<file path="src/rtl/sdr_mon_pkg.sv">
package sdr_mon_pkg;

  typedef enum logic [2:0] {
    CMD_NOP = 3'd0,
    CMD_ACT = 3'd1,
    CMD_RD  = 3'd2,
    CMD_WR  = 3'd3,
    CMD_PRE = 3'd4,
    CMD_BST = 3'd5
  } cmd_e;

  localparam int NRULE         = 10;
  localparam int CODE_W        = 4;
  localparam int RULE_ILLEGAL  = 0;
  localparam int RULE_RRD      = 1;
  localparam int RULE_RCD      = 2;
  localparam int RULE_RP       = 3;
  localparam int RULE_RAS_MIN  = 4;
  localparam int RULE_RAS_MAX  = 5;
  localparam int RULE_RC       = 6;
  localparam int RULE_CDL      = 7;
  localparam int RULE_RDL      = 8;
  localparam int RULE_BDL      = 9;

  // round a nanosecond limit up to whole clock cycles
  function automatic int ns_to_cyc(input int ns, input int period_ps);
    return (ns * 1000 + period_ps - 1) / period_ps;
  endfunction

  // lowest set rule index plus one, zero when nothing is set
  function automatic logic [CODE_W-1:0] first_code(input logic [NRULE-1:0] v);
    logic [CODE_W-1:0] c;
    c = '0;
    for (int i = NRULE - 1; i >= 0; i--) begin
      if (v[i]) c = CODE_W'(i + 1);
    end
    return c;
  endfunction

endpackage

</file>
<file path="src/rtl/sdr_bank_track.sv">
module sdr_bank_track
  import sdr_mon_pkg::*;
#(
  parameter int ACT_W      = 24,
  parameter int PRE_W      = 3,
  parameter int RCD_CYC    = 3,
  parameter int RP_CYC     = 3,
  parameter int RASMIN_CYC = 7,
  parameter int RASMAX_CYC = 12500,
  parameter int RC_CYC     = 9
) (
  input  logic             clk,
  input  logic             rst,
  input  logic             sel_i,
  input  cmd_e             cmd_i,
  output logic [NRULE-1:0] hit_o
);

  localparam logic [ACT_W-1:0] RCD_L    = ACT_W'(RCD_CYC);
  localparam logic [ACT_W-1:0] RASMIN_L = ACT_W'(RASMIN_CYC);
  localparam logic [ACT_W-1:0] RASMAX_L = ACT_W'(RASMAX_CYC);
  localparam logic [ACT_W-1:0] RC_L     = ACT_W'(RC_CYC);
  localparam logic [PRE_W-1:0] RP_L     = PRE_W'(RP_CYC);

  logic             open_q;
  logic [ACT_W-1:0] since_act_q;
  logic [PRE_W-1:0] since_pre_q;
  logic             take_act;
  logic             take_pre;

  always_comb begin
    hit_o    = '0;
    take_act = 1'b0;
    take_pre = 1'b0;
    if (open_q && since_act_q == RASMAX_L && !(sel_i && cmd_i == CMD_PRE))
      hit_o[RULE_RAS_MAX] = 1'b1;
    if (sel_i) begin
      case (cmd_i)
        CMD_ACT: begin
          if (open_q) begin
            hit_o[RULE_ILLEGAL] = 1'b1;
          end else begin
            take_act = 1'b1;
            if (since_pre_q < RP_L) hit_o[RULE_RP] = 1'b1;
            if (since_act_q < RC_L) hit_o[RULE_RC] = 1'b1;
          end
        end
        CMD_RD, CMD_WR: begin
          if (!open_q)                 hit_o[RULE_ILLEGAL] = 1'b1;
          else if (since_act_q < RCD_L) hit_o[RULE_RCD]    = 1'b1;
        end
        CMD_PRE: begin
          if (open_q) begin
            take_pre = 1'b1;
            if (since_act_q < RASMIN_L) hit_o[RULE_RAS_MIN] = 1'b1;
          end
        end
        default: ;
      endcase
    end
  end

  always_ff @(posedge clk) begin
    if (rst) begin
      open_q      <= 1'b0;
      since_act_q <= '1;
      since_pre_q <= '1;
    end else begin
      if (take_act)      open_q <= 1'b1;
      else if (take_pre) open_q <= 1'b0;

      if (take_act)              since_act_q <= ACT_W'(1);
      else if (since_act_q != '1) since_act_q <= since_act_q + 1'b1;

      if (take_pre)              since_pre_q <= PRE_W'(1);
      else if (since_pre_q != '1) since_pre_q <= since_pre_q + 1'b1;
    end
  end

endmodule

</file>
<file path="src/rtl/sdr_bus_track.sv">
module sdr_bus_track
  import sdr_mon_pkg::*;
#(
  parameter int BANK_W     = 1,
  parameter int RRD_CYC    = 2,
  parameter int RRD_W      = 3,
  parameter int WR_RCV_CYC = 1,
  parameter int WRC_W      = 2,
  parameter int CAS_LAT    = 3
) (
  input  logic              clk,
  input  logic              rst,
  input  cmd_e              cmd_i,
  input  logic [BANK_W-1:0] bank_i,
  input  logic              wr_dv_i,
  output logic [NRULE-1:0]  hit_o,
  output logic              cut_vld_o,
  output logic [1:0]        cut_words_o
);

  localparam logic [RRD_W-1:0] RRD_L = RRD_W'(RRD_CYC);
  localparam logic [WRC_W-1:0] WRC_L = WRC_W'(WR_RCV_CYC);

  logic [RRD_W-1:0]  since_any_act_q;
  logic [BANK_W-1:0] last_bank_q;
  logic [WRC_W-1:0]  since_wd_q;
  logic              rd_open_q;
  logic [WRC_W-1:0]  wd_dist;
  logic              wr_close;

  assign wd_dist     = wr_dv_i ? '0 : since_wd_q;
  assign wr_close    = wd_dist < WRC_L;
  assign cut_words_o = 2'(CAS_LAT - 1);
  assign cut_vld_o   = rd_open_q && (cmd_i == CMD_PRE || cmd_i == CMD_BST);

  always_comb begin
    hit_o = '0;
    if (cmd_i == CMD_ACT && bank_i != last_bank_q && since_any_act_q < RRD_L)
      hit_o[RULE_RRD] = 1'b1;
    if (wr_close) begin
      if (cmd_i == CMD_RD)  hit_o[RULE_CDL] = 1'b1;
      if (cmd_i == CMD_PRE) hit_o[RULE_RDL] = 1'b1;
      if (cmd_i == CMD_BST) hit_o[RULE_BDL] = 1'b1;
    end
  end

  always_ff @(posedge clk) begin
    if (rst) begin
      since_any_act_q <= '1;
      last_bank_q     <= '0;
      since_wd_q      <= '1;
      rd_open_q       <= 1'b0;
    end else begin
      if (cmd_i == CMD_ACT) begin
        since_any_act_q <= RRD_W'(1);
        last_bank_q     <= bank_i;
      end else if (since_any_act_q != '1) begin
        since_any_act_q <= since_any_act_q + 1'b1;
      end

      if (wr_dv_i)               since_wd_q <= WRC_W'(1);
      else if (since_wd_q != '1) since_wd_q <= since_wd_q + 1'b1;

      case (cmd_i)
        CMD_RD:                  rd_open_q <= 1'b1;
        CMD_WR, CMD_PRE, CMD_BST: rd_open_q <= 1'b0;
        default: ;
      endcase
    end
  end

endmodule

</file>
<file path="src/rtl/sdr_err_sticky.sv">
module sdr_err_sticky
  import sdr_mon_pkg::*;
(
  input  logic              clk,
  input  logic              rst,
  input  logic              clr_i,
  input  logic [NRULE-1:0]  hit_i,
  output logic [CODE_W-1:0] code_o
);

  logic [CODE_W-1:0] new_code;

  assign new_code = first_code(hit_i);

  always_ff @(posedge clk) begin
    if (rst)                     code_o <= '0;
    else if (clr_i)              code_o <= new_code;
    else if (code_o == '0)       code_o <= new_code;
  end

endmodule

</file>
<file path="src/rtl/sdr_cmd_spacing_mon.sv">
module sdr_cmd_spacing_mon
  import sdr_mon_pkg::*;
#(
  parameter int NUM_BANKS     = 2,
  parameter int CLK_PERIOD_PS = 8000,
  parameter int T_RRD_NS      = 14,
  parameter int T_RCD_NS      = 21,
  parameter int T_RP_NS       = 21,
  parameter int T_RAS_MIN_NS  = 49,
  parameter int T_RC_NS       = 70,
  parameter int T_RAS_MAX_NS  = 100000,
  parameter int WR_RCV_CYC    = 1,
  parameter int CAS_LAT       = 3,
  localparam int BANK_W       = (NUM_BANKS > 1) ? $clog2(NUM_BANKS) : 1
) (
  input  logic              clk,
  input  logic              rst,
  input  logic [2:0]        cmd_i,
  input  logic [BANK_W-1:0] bank_i,
  input  logic              wr_dv_i,
  input  logic              err_clr_i,
  output logic [9:0]        viol_o,
  output logic [3:0]        err_code_o,
  output logic              rd_cut_vld_o,
  output logic [1:0]        rd_cut_words_o
);

  localparam int RRD_CYC    = ns_to_cyc(T_RRD_NS, CLK_PERIOD_PS);
  localparam int RCD_CYC    = ns_to_cyc(T_RCD_NS, CLK_PERIOD_PS);
  localparam int RP_CYC     = ns_to_cyc(T_RP_NS, CLK_PERIOD_PS);
  localparam int RASMIN_CYC = ns_to_cyc(T_RAS_MIN_NS, CLK_PERIOD_PS);
  localparam int RC_CYC     = ns_to_cyc(T_RC_NS, CLK_PERIOD_PS);
  localparam int RASMAX_CYC = ns_to_cyc(T_RAS_MAX_NS, CLK_PERIOD_PS);
  localparam int ACT_NEED   = $clog2(RASMAX_CYC + 2);
  localparam int ACT_W      = (ACT_NEED > 24) ? ACT_NEED : 24;
  localparam int PRE_W      = $clog2(RP_CYC + 2);
  localparam int RRD_W      = $clog2(RRD_CYC + 2);
  localparam int WRC_W      = $clog2(WR_RCV_CYC + 2);

  cmd_e              cmd_c;
  logic [NRULE-1:0]  bank_hit [NUM_BANKS];
  logic [NRULE-1:0]  bus_hit;
  logic [NRULE-1:0]  all_hit;
  logic              cut_vld;
  logic [1:0]        cut_words;
  logic [CODE_W-1:0] code;

  assign cmd_c = cmd_e'(cmd_i);

  for (genvar b = 0; b < NUM_BANKS; b++) begin : g_bank
    sdr_bank_track #(
      .ACT_W     (ACT_W),
      .PRE_W     (PRE_W),
      .RCD_CYC   (RCD_CYC),
      .RP_CYC    (RP_CYC),
      .RASMIN_CYC(RASMIN_CYC),
      .RASMAX_CYC(RASMAX_CYC),
      .RC_CYC    (RC_CYC)
    ) trk_i (
      .clk  (clk),
      .rst  (rst),
      .sel_i(bank_i == BANK_W'(b)),
      .cmd_i(cmd_c),
      .hit_o(bank_hit[b])
    );
  end

  sdr_bus_track #(
    .BANK_W    (BANK_W),
    .RRD_CYC   (RRD_CYC),
    .RRD_W     (RRD_W),
    .WR_RCV_CYC(WR_RCV_CYC),
    .WRC_W     (WRC_W),
    .CAS_LAT   (CAS_LAT)
  ) bus_i (
    .clk        (clk),
    .rst        (rst),
    .cmd_i      (cmd_c),
    .bank_i     (bank_i),
    .wr_dv_i    (wr_dv_i),
    .hit_o      (bus_hit),
    .cut_vld_o  (cut_vld),
    .cut_words_o(cut_words)
  );

  always_comb begin
    all_hit = bus_hit;
    for (int b = 0; b < NUM_BANKS; b++) all_hit = all_hit | bank_hit[b];
  end

  sdr_err_sticky err_i (
    .clk   (clk),
    .rst   (rst),
    .clr_i (err_clr_i),
    .hit_i (all_hit),
    .code_o(code)
  );

  assign err_code_o = code;

  always_ff @(posedge clk) begin
    if (rst) begin
      viol_o         <= '0;
      rd_cut_vld_o   <= 1'b0;
      rd_cut_words_o <= '0;
    end else begin
      viol_o         <= all_hit;
      rd_cut_vld_o   <= cut_vld;
      rd_cut_words_o <= cut_vld ? cut_words : 2'd0;
    end
  end

endmodule

</file>
<file path="config.mk">
export PLATFORM = sky130hd
export DESIGN_NAME = sdr_cmd_spacing_mon
export DESIGN_NICKNAME = d
export VERILOG_FILES = /design/src/rtl/sdr_mon_pkg.sv /design/src/rtl/sdr_bank_track.sv /design/src/rtl/sdr_bus_track.sv /design/src/rtl/sdr_err_sticky.sv /design/src/rtl/sdr_cmd_spacing_mon.sv
export SDC_FILE = /design/constraint.sdc
export NUM_CORES = 1
export LEC_CHECK = 0
export BUFFER_PORTS_ARGS = -buffer_cell sky130_fd_sc_hd__buf_2
export CORE_AREA = 4 4 74 144
export DETAILED_ROUTE_END_ITERATION = 12
export DIE_AREA = 0 0 78 148
export GPL_TIMING_DRIVEN = 0
export PLACE_DENSITY = 0.65
export REMOVE_ABC_BUFFERS = 1
export SLEW_MARGIN = 15
export SYNTH_ARGS = -nofsm -noshare
export SYNTH_HDL_FRONTEND = slang
export SYNTH_HIERARCHICAL = 1
export SYNTH_SLANG_ARGS = --single-unit
</file>
<file path="constraint.sdc">
create_clock -name clk -period 3 [get_ports clk]
set_input_delay 0.45 -clock clk [delete_from_list [all_inputs] [get_ports clk]]
set_output_delay 0.45 -clock clk [all_outputs]
set_load 0.005 [all_outputs]
</file>
# --- Word-level counts from Yosys, hierarchy flattened ---
# Index checks and enable logic that the tools add are counted.
totals:
  word_cells: 166
  in_bits: 8
  output_inout_bits: 17
  ff_bits: 79
op_classes:
  bitwise: 3
  n_lt_le_gt_ge: 10
  addsub: 6
  mux: 82
  n_reduce_logical: 31
  n_eq_ne: 14
ops:
  columns: ["op", "n"]
  rows:
  - ["$mux W24", 4]
  - ["$mux W1", 50]
  - ["$add A24 B1 Y24 const B", 2]
  - ["$eq A24 B14 Y1 const B", 2]
  - ["$lt A24 B2 Y1 const B", 2]
  - ["$lt A24 B3 Y1 const B", 2]
  - ["$lt A24 B4 Y1 const B", 2]
  - ["$mux W4", 12]
  - ["$ne A24 B24 Y1 const B", 2]
  - ["$mux W3", 7]
  - ["$or A10 B7 Y10", 2]
  - ["$reduce_bool A2 Y1", 10]
  - ["$reduce_or A2 Y1", 7]
  - ["$mux W2", 6]
  - ["$logic_and A1 B1 Y1", 9]
  - ["$add A3 B1 Y3 const B", 2]
  - ["$eq A3 B2 Y1 const B", 2]
  - ["$eq A3 B3 Y1 const B", 2]
  - ["$lt A3 B2 Y1 const B", 2]
  - ["$ne A3 B3 Y1 const B", 2]
  - ["$pmux W1 S2", 3]
  - ["$add A2 B1 Y2 const B", 2]
  - ["$logic_not A4 Y1", 1]
  - ["$ne A2 B2 Y1 const B", 2]
  - ["other kinds (8)", 9]

# --- Logic depth before layout (Yosys ltp) ---
# Gate-level depths: netlist (run 1).
logic_depth:
  ltp_word: 19
  ltp_mapped: 10

# --- By module ---
# The synthesis (run 1) kept the hierarchy.
modules_own_cells:
  columns: ["mod", "cells_each", "instances", "seq_area_each_um2", "area_per_inst_um2"]
  rows:
  - ["sdr_bank_track", 197, 2, 560.5, 1712.9]
  - ["sdr_cmd_spacing_mon", 38, 1, 260.2, 538.0]
  - ["sdr_bus_track", 42, 1, 120.1, 409.1]
  - ["sdr_err_sticky", 33, 1, 80.1, 256.5]

# --- Worst setup path after synthesis (run 1) ---
# No wires, ideal clock.
synth_timing:
  kind: "input-to-reg"
  from: "in bank_i"
  to: "reg err_i.code_o[3]"
  n_path_buf: 2
  path_stages: 10
  slack_ns: 0.230
  arrival_time_ns: 2.702
  required_time_ns: 2.931
  cell_sequence: "inv_1 -> nand2b_1 -> or3_1 -> clkbuf_1 -> clkbuf_1 -> a211oi_1 -> or3_4 -> or4_4 -> or4b_1 -> o21ai_1"
synth_lines:
  columns: ["item", "line", "text"]
  rows:
  - ["from (decl)", "sdr_cmd_spacing_mon.sv:19", "input logic [BANK_W-1:0] bank_i,"]
  - ["to (signal assigned)", "sdr_err_sticky.sv:17", "else if (clr_i) code_o <= new_code;"]
  - ["to (signal assigned)", "sdr_err_sticky.sv:18", "else if (code_o == '0) code_o <= new_code;"]
  - ["to (decl)", "sdr_err_sticky.sv:8", "output logic [CODE_W-1:0] code_o"]

==> results of run 1 <==
through the flow:
stage	util, %	TNS (ns)	power (µW)	worst slack [ns]	hold slack (ns)
after global routing	53.9	0	5630	0.195	0.328
after floorplan	-	-9.02	3580	-0.424	0.437
after CTS	53.9	0	5260	0.0339	0.310
after detailed placement	50.8	-0.318	4190	-0.318	0.462
final	53.9	0	5210	0.341	0.322
after global placement	50.0	-49.76	4050	-1.59	0.453
state kept, by name (all words and copies together) (netlist names):
signal                    cells
g_bank.trk_i/since_act_q     48
viol_o                       10
g_bank.trk_i/since_pre_q      6
err_i/code_o                  4
bus_i/since_any_act_q         2
bus_i/since_wd_q              2
g_bank.trk_i/open_q           2
rd_cut_words_o                2
bus_i/last_bank_q             1
bus_i/rd_open_q               1
rd_cut_vld_o                  1
layout by cell type, fill, tap and decap left out, types with 3 or more instances in the layout:
master,instances
sky130_fd_sc_hd__nand2_1,24
sky130_fd_sc_hd__or3_1,9
sky130_fd_sc_hd__xor2_1,30
sky130_fd_sc_hd__nor3_1,13
sky130_fd_sc_hd__nor4_1,12
sky130_fd_sc_hd__and4_1,4
sky130_fd_sc_hd__inv_1,13
sky130_fd_sc_hd__nor2_1,12
sky130_fd_sc_hd__a21oi_1,29
sky130_fd_sc_hd__xnor2_1,17
sky130_fd_sc_hd__o211ai_1,3
sky130_fd_sc_hd__o21bai_1,13
sky130_fd_sc_hd__a2111oi_2,8
sky130_fd_sc_hd__buf_4,4
sky130_fd_sc_hd__nand4_1,20
sky130_fd_sc_hd__a211oi_1,6
sky130_fd_sc_hd__mux2i_1,9
sky130_fd_sc_hd__buf_2,24
sky130_fd_sc_hd__clkbuf_8,3
sky130_fd_sc_hd__a21o_1,40
sky130_fd_sc_hd__ha_1,12
sky130_fd_sc_hd__and2_1,5
sky130_fd_sc_hd__or3_4,10
sky130_fd_sc_hd__and3_1,10
sky130_fd_sc_hd__nand2b_1,13
sky130_fd_sc_hd__nand3_1,20
sky130_fd_sc_hd__conb_1,16
sky130_fd_sc_hd__nor2b_4,10
sky130_fd_sc_hd__clkbuf_16,9
sky130_fd_sc_hd__nor2b_1,4
sky130_fd_sc_hd__dfxtp_1,79
critical path, stage by stage:
cell,delay (ns)
sky130_fd_sc_hd__buf_2,0.16
sky130_fd_sc_hd__nand2b_1,0.18
sky130_fd_sc_hd__or3_2,0.45
sky130_fd_sc_hd__a211oi_1,0.09
sky130_fd_sc_hd__or3_4,0.43
sky130_fd_sc_hd__or4_4,0.53
sky130_fd_sc_hd__or4b_1,0.51
sky130_fd_sc_hd__o21ai_1,0.13
kinds of logic (layout without fill, tap and decap cells):
family / after synthesis / after routing / synth area share (%)
fa+ha+maj: 12 / 12 / 3.24
buf+inv: 54 / 58 / 6.08
simple gates: 192 / 192 / 27.8
compound gates: 110 / 110 / 17.6
other cells: 4 / 16 / 0.324
mux: 9 / 9 / 1.95
xor+xnor: 47 / 47 / 8.89
flops: 79 / 79 / 34.2
metal layers:
layer	global-route usage (%)	vias up	share of wire (%)
met5	0	-	0
met4	8.67	0	3.0
met3	3.60	20	2.2
met2	35.0	37	57
met1	17.0	1746	38
li1	-	1840	-
synthesized netlist by cell type (all sizes together), types with 2 or more instances:
library cell / number
a21o: 40
clkbuf: 14
nor3b: 4
buf: 27
inv: 13
or3: 21
ha: 12
and4: 6
o211ai: 3
dfxtp: 79
o21ai: 3
xor2: 30
or3b: 2
o21bai: 13
a21boi: 2
nor4: 14
nor2: 12
and4b: 2
a21oi: 29
nand3: 20
nand4: 20
nand2: 24
mux2i: 9
nand2b: 13
nor3: 13
nor2b: 14
or2: 2
a211oi: 6
and3: 10
or4b: 4
xnor2: 17
conb: 4
or4: 3
a2111oi: 8
nand4bb: 2
and2: 5
cell type report:
cell class | count | area share, %
flip-flops and latches | 79 | 31.1
clock inverters | 4 | 0.565
clock buffers | 12 | 5.23
inverters | 13 | 0.958
well taps | 130 | 3.19
repair buffers | 29 | 3.49
multi-input cells | 386 | 55.5
worst paths after layout:
| path | end | cells past startpoint | slack, ns |
|---|---|---|---|
| max | err_i/code_o[3] | 8 | 0.34 |
| min | bus_i/since_wd_q[1] | 2 | 0.32 |
| max reg2reg | err_i/code_o[3] | 6 | 0.41 |
| min reg2reg | bus_i/rd_open_q | 2 | 0.47 |
power breakdown:
group          switching [µW]  internal (µW)
logic                    1300           1060
clock network             423            628
registers                 431           1370
timing repair:
action                                  4_1_cts  5_1_grt
resized for setup                             0        2
hold buffers                                  0        0
endpoints found under the setup margin        0        1
==> flow_metrics.env, run 1 <==
export IMPL_leakage_uw=0.00211
export IMPL_clock_path_buffers=2
export IMPL_grt_max_degree=50
export IMPL_worstPathMaxFanout=23
export IMPL_grt_pass1_vias=3686
export IMPL_number_of_flops_mapped_to_enable_cells_by_yosys=0
export IMPL_grt_setup_unrepaired="false"
export IMPL_drc_errors=0
export IMPL_tritoncts="built"
export IMPL_worst_endpoint_arrival_ns=2.92
export IMPL_detail_route_antenna_nets=0
export IMPL_hold_viol_final=0
export IMPL_post_route_cell_area_um2=5090
export IMPL_portBuffers=24
export IMPL_asyncSetResetFlopFracSynth_pct=0
export IMPL_synth_area_top_cells="sky130_fd_sc_hd__dfxtp_1, sky130_fd_sc_hd__a21o_1, sky130_fd_sc_hd__xor2_1"
export IMPL_place_congestion=0.791
export IMPL_place_inst=637
export IMPL_synthToLayoutAreaGrowth_pct=10.0
export IMPL_dpl_cell_area_um2=4790
export IMPL_die_area_um2=11500
export IMPL_tightestPinTransition_ns=0.747
export IMPL_synthCells=507
export IMPL_cts_clk_slew_worst_paths_ns=0.06
export IMPL_detailroute_via_count=3643
export IMPL_multi_input_comb_area_um2=2830
export IMPL_fill_cells=886
export IMPL_worstSetupPathType="in2reg"
export IMPL_vdd_ir_drop_worst_mv=0.782
export IMPL_crit_path_end_kind="flip-flop"
export IMPL_wl_per_cell_um=15.0
export IMPL_timing_fmax_mhz=376
export IMPL_ys_ff_latch=79
export IMPL_number_of_antenna_violations_at_the_first_check_in_global_routing=0
export IMPL_fin_crit_sh_pct=88.6
export IMPL_coreArea_um2=9450
export IMPL_sum_of_routed_wire_length_over_all_layers_um=9810
export IMPL_layout_area_seq_um2=1580
export IMPL_netlist_area_um2=4630
export IMPL_setup_viol=0
export IMPL_initial_core_util_pct=49.0
export IMPL_crit_reg2reg_launch="g_bank[0].trk_i/open_q"
export IMPL_timing_hold_worst_start="wr_dv_i"
export IMPL_synth_cell_type_count=51
export IMPL_cellPowerDensity_nw_per_um2=1020
export IMPL_seq_area_frac_synth_pct=34.2
export IMPL_drt_iter0_drc=150
export IMPL_final_cell_count_no_fill=653
export IMPL_postSynthAreaPerCell_um2=9.13
export IMPL_ys_dominant_reg_cell="sky130_fd_sc_hd__dfxtp_1"
export IMPL_total_gr_overflow=0
export IMPL_outcome="finished clean"
export IMPL_cts_root_buf="sky130_fd_sc_hd__clkbuf_16"
export IMPL_synth_top_cell_area_share_pct=34.2
export IMPL_dieWidth_um=78
export IMPL_drv_max_cap_violation_count=0
export IMPL_number_of_sinks_handled_by_clock_tree_synthesis=79
export IMPL_synth_top_cell_by_area="sky130_fd_sc_hd__dfxtp_1"
export IMPL_worst_rel_slew_slack_pct=49.8
export IMPL_die_height_um=148
export IMPL_grt_use_total_pct=17.8
export IMPL_hpwlAfterDp_um=7300
export IMPL_final_setup_skew_ns=0.00966
export IMPL_ant_cells=0
export IMPL_timing_final_crit_period_ns=2.66
export IMPL_post_cts_buffers=0
export IMPL_min_delay_path_class="in2reg"
export IMPL_worst_setup_path_start_kind="input port"
export IMPL_layout_drive_gt1_share_pct=17.0
export IMPL_detail_route_first_pass_iterations=5
export IMPL_synth_yosys_warnings=6
export IMPL_grt_pass1_wl_um=16600
export IMPL_cts_htree_levels=3
export IMPL_final_net_count=538
export IMPL_core_rowCount=50
export IMPL_cp_startpoint="cmd_i[2]"
export IMPL_io_pins=25
export IMPL_worst_endpoint_required_ns=3.27
export IMPL_cts_buffers_inserted=9
export IMPL_clkLatencyLatePin_ns=0.33
export IMPL_vias_per_cell=5.58
export IMPL_timing_max_transition_violations_final=0
No activity file was read; power rests on OpenSTA's default activity.
==> inputs of run 2 (changes only) <==
==> constraint.sdc (replaced) <==
create_clock -name clk -period 3.4 [get_ports clk]
set_input_delay 0.51 -clock clk [delete_from_list [all_inputs] [get_ports clk]]
set_output_delay 0.51 -clock clk [all_outputs]
set_load 0.005 [all_outputs]
==> run 2 against run 1 <==
  * Sequential share of layout area is essentially flat
  * Highest routed layer unchanged
  * Critical endpoint unchanged
  * Utilization is essentially flat
  * Routed wire length about the same
==> flow_metrics.env, run 2 (synthesized netlist as in run 1, its figures left out) <==
export IMPL_hold_slack_ns=0.382
export IMPL_hold_buffers=0
export IMPL_core_rowCount=50
export IMPL_io_pins=25
export IMPL_cts_resized=0
export IMPL_die_height_um=148
export IMPL_leakage_uw=0.00211
export IMPL_sum_of_routed_wire_length_over_all_layers_um=9810
export IMPL_outcome="finished clean"
export IMPL_drv_max_cap_violation_count=0
export IMPL_number_of_antenna_violations_at_the_first_check_in_global_routing=0
export IMPL_die_area_um2=11500
export IMPL_largest_register="g_bank.trk_i/since_act_q"
export IMPL_initial_core_util_pct=49.0
export IMPL_synthToLayoutAreaGrowth_pct=9.95
export IMPL_switching_power_uw=1900
export IMPL_crit_path_end_kind="flip-flop"
export IMPL_tns_ns=0
export IMPL_clock_power_share_pct=20.1
export IMPL_grt_pass1_vias=3686
export IMPL_tritoncts="built"
export IMPL_final_common_cell="sky130_fd_sc_hd__dfxtp_1"
export IMPL_timing_final_crit_period_ns=3.01
export IMPL_vias_per_cell=5.54
export IMPL_hold_viol_final=0
export IMPL_power_switching_fraction_pct=41.3
export IMPL_coreArea_um2=9450
export IMPL_fill_cells=884
export IMPL_use_met3_pct=3.60
export IMPL_layout_top_registers="g_bank.trk_i/since_act_q: 48 flops, viol_o: 10 flops, g_bank.trk_i/since_pre_q: 6 flops"
export IMPL_grt_max_degree=50
export IMPL_detail_route_antenna_nets=0
export IMPL_detail_route_first_pass_iterations=5
export IMPL_fin_crit_sh_pct=88.5
export IMPL_timing_fmax_mhz=332
export IMPL_grt_met2_usage_pct=35.0
export IMPL_grt_busiest_layer="met2"
export IMPL_cts_root_buf="sky130_fd_sc_hd__clkbuf_16"
export IMPL_vdd_ir_drop_worst_mv=0.692
export IMPL_cts_buffers_inserted=9
export IMPL_hpwlAfterDp_um=7300
export IMPL_total_gr_overflow=0
export IMPL_place_congestion=0.791
export IMPL_worst_rel_slew_slack_pct=40.7
export IMPL_cellPowerDensity_nw_per_um2=904
export IMPL_tightestPinTransition_ns=0.890
export IMPL_grt_use_total_pct=17.8
export IMPL_power_combinational_fraction_pct=45.3
export IMPL_number_of_sinks_handled_by_clock_tree_synthesis=79
export IMPL_worst_endpoint_arrival_ns=3.27
export IMPL_worst_setup_path_start_kind="input port"
export IMPL_portBuffers=24
export IMPL_clock_path_buffers=2
export IMPL_worstPathMaxFanout=23
export IMPL_clkLatencyLatePin_ns=0.33
export IMPL_wl_per_cell_um=15.0
export IMPL_post_cts_buffers=0
export IMPL_worst_endpoint_required_ns=3.66
export IMPL_power_share_sequential_pct=34.5
export IMPL_mostFrequentLayoutCells="sky130_fd_sc_hd__dfxtp_1, sky130_fd_sc_hd__a21o_1, sky130_fd_sc_hd__xor2_1"
export IMPL_cts_htree_levels=3
export IMPL_grt_pass1_wl_um=16600
export IMPL_min_delay_path_class="in2reg"
export IMPL_grt_use_met1_pct=17.0
export IMPL_setup_viol=0
export IMPL_drc_errors=0
export IMPL_timing_max_transition_violations_final=0
export IMPL_max_reg_flops=48
export IMPL_drt_iter0_drc=141
export IMPL_final_net_count=538
export IMPL_dieWidth_um=78
export IMPL_cts_clk_slew_worst_paths_ns=0.06
export IMPL_internal_power_uw=2700
export IMPL_ant_cells=0
export IMPL_worstSetupPathType="in2reg"
export IMPL_layout_drive_gt1_share_pct=16.6
export IMPL_final_setup_skew_ns=0.00960
export IMPL_grt_setup_unrepaired="false"
export IMPL_detailroute_via_count=3618
run 2: worst max-delay path: stages:
cell and delay (ns):
sky130_fd_sc_hd__buf_2 0.16, sky130_fd_sc_hd__nand2b_1 0.18, sky130_fd_sc_hd__or3_1 0.71, sky130_fd_sc_hd__a211oi_1 0.10, sky130_fd_sc_hd__or3_4 0.45, sky130_fd_sc_hd__or4_4 0.53
sky130_fd_sc_hd__or4b_1 0.51, sky130_fd_sc_hd__o21ai_1 0.13
run 2: worst paths after layout:
path,start,end,slack [ns],cells after the start
worst min register to register,bus_i/rd_open_q,bus_i/rd_open_q,0.47,2
worst max-delay path,cmd_i[2],err_i/code_o[3],0.39,8
worst max register to register,g_bank[0].trk_i/open_q,err_i/code_o[3],0.53,6
worst min-delay path,wr_dv_i,bus_i/since_wd_q[1],0.38,2
run 2: area by class of cell:
cell class / count / area (µm²) / area share (%)
Clock inverter: 4 / 28.8 / 0.565
Clock buffer: 12 / 267 / 5.24
Tap cell: 130 / 163 / 3.20
Sequential cell: 79 / 1580 / 31.1
Inverter: 13 / 48.8 / 0.959
Multi-Input combinational cell: 386 / 2820 / 55.5
Timing Repair Buffer: 29 / 178 / 3.49
run 2: metrics by stage:
step / instances / cell area (µm²) / setup slack, ns / utilization, % / total power (µW)
3_5_place_dp: 637 / 4790 / 0.0216 / 50.8 / 3690
4_1_cts: 653 / 5090 / 0.374 / 53.9 / 4640
5_1_grt: 653 / 5090 / 0.221 / 53.9 / 4970
2_1_floorplan: 478 / 4440 / -0.0241 / - / 3160
6_report: 653 / 5090 / 0.392 / 53.9 / 4600
3_3_place_gp: 632 / 4720 / -1.19 / 50.0 / 3570
run 2: power groups by stage:
stage               clock [µW]  sequential, µW  combinational [µW]
floorplan                    0            1500                1660
global placement             0            1590                1980
detailed placement           0            1600                2090
CTS                        960            1590                2100
global route               997            1640                2330
finish                     926            1590                2090
run 2: layer usage:
layer / up-vias / wire, µm
li1: 1837 / -
met1: 1730 / 3710
met2: 31 / 5600
met3: 20 / 213
met4: 0 / 287
met5: - / 0
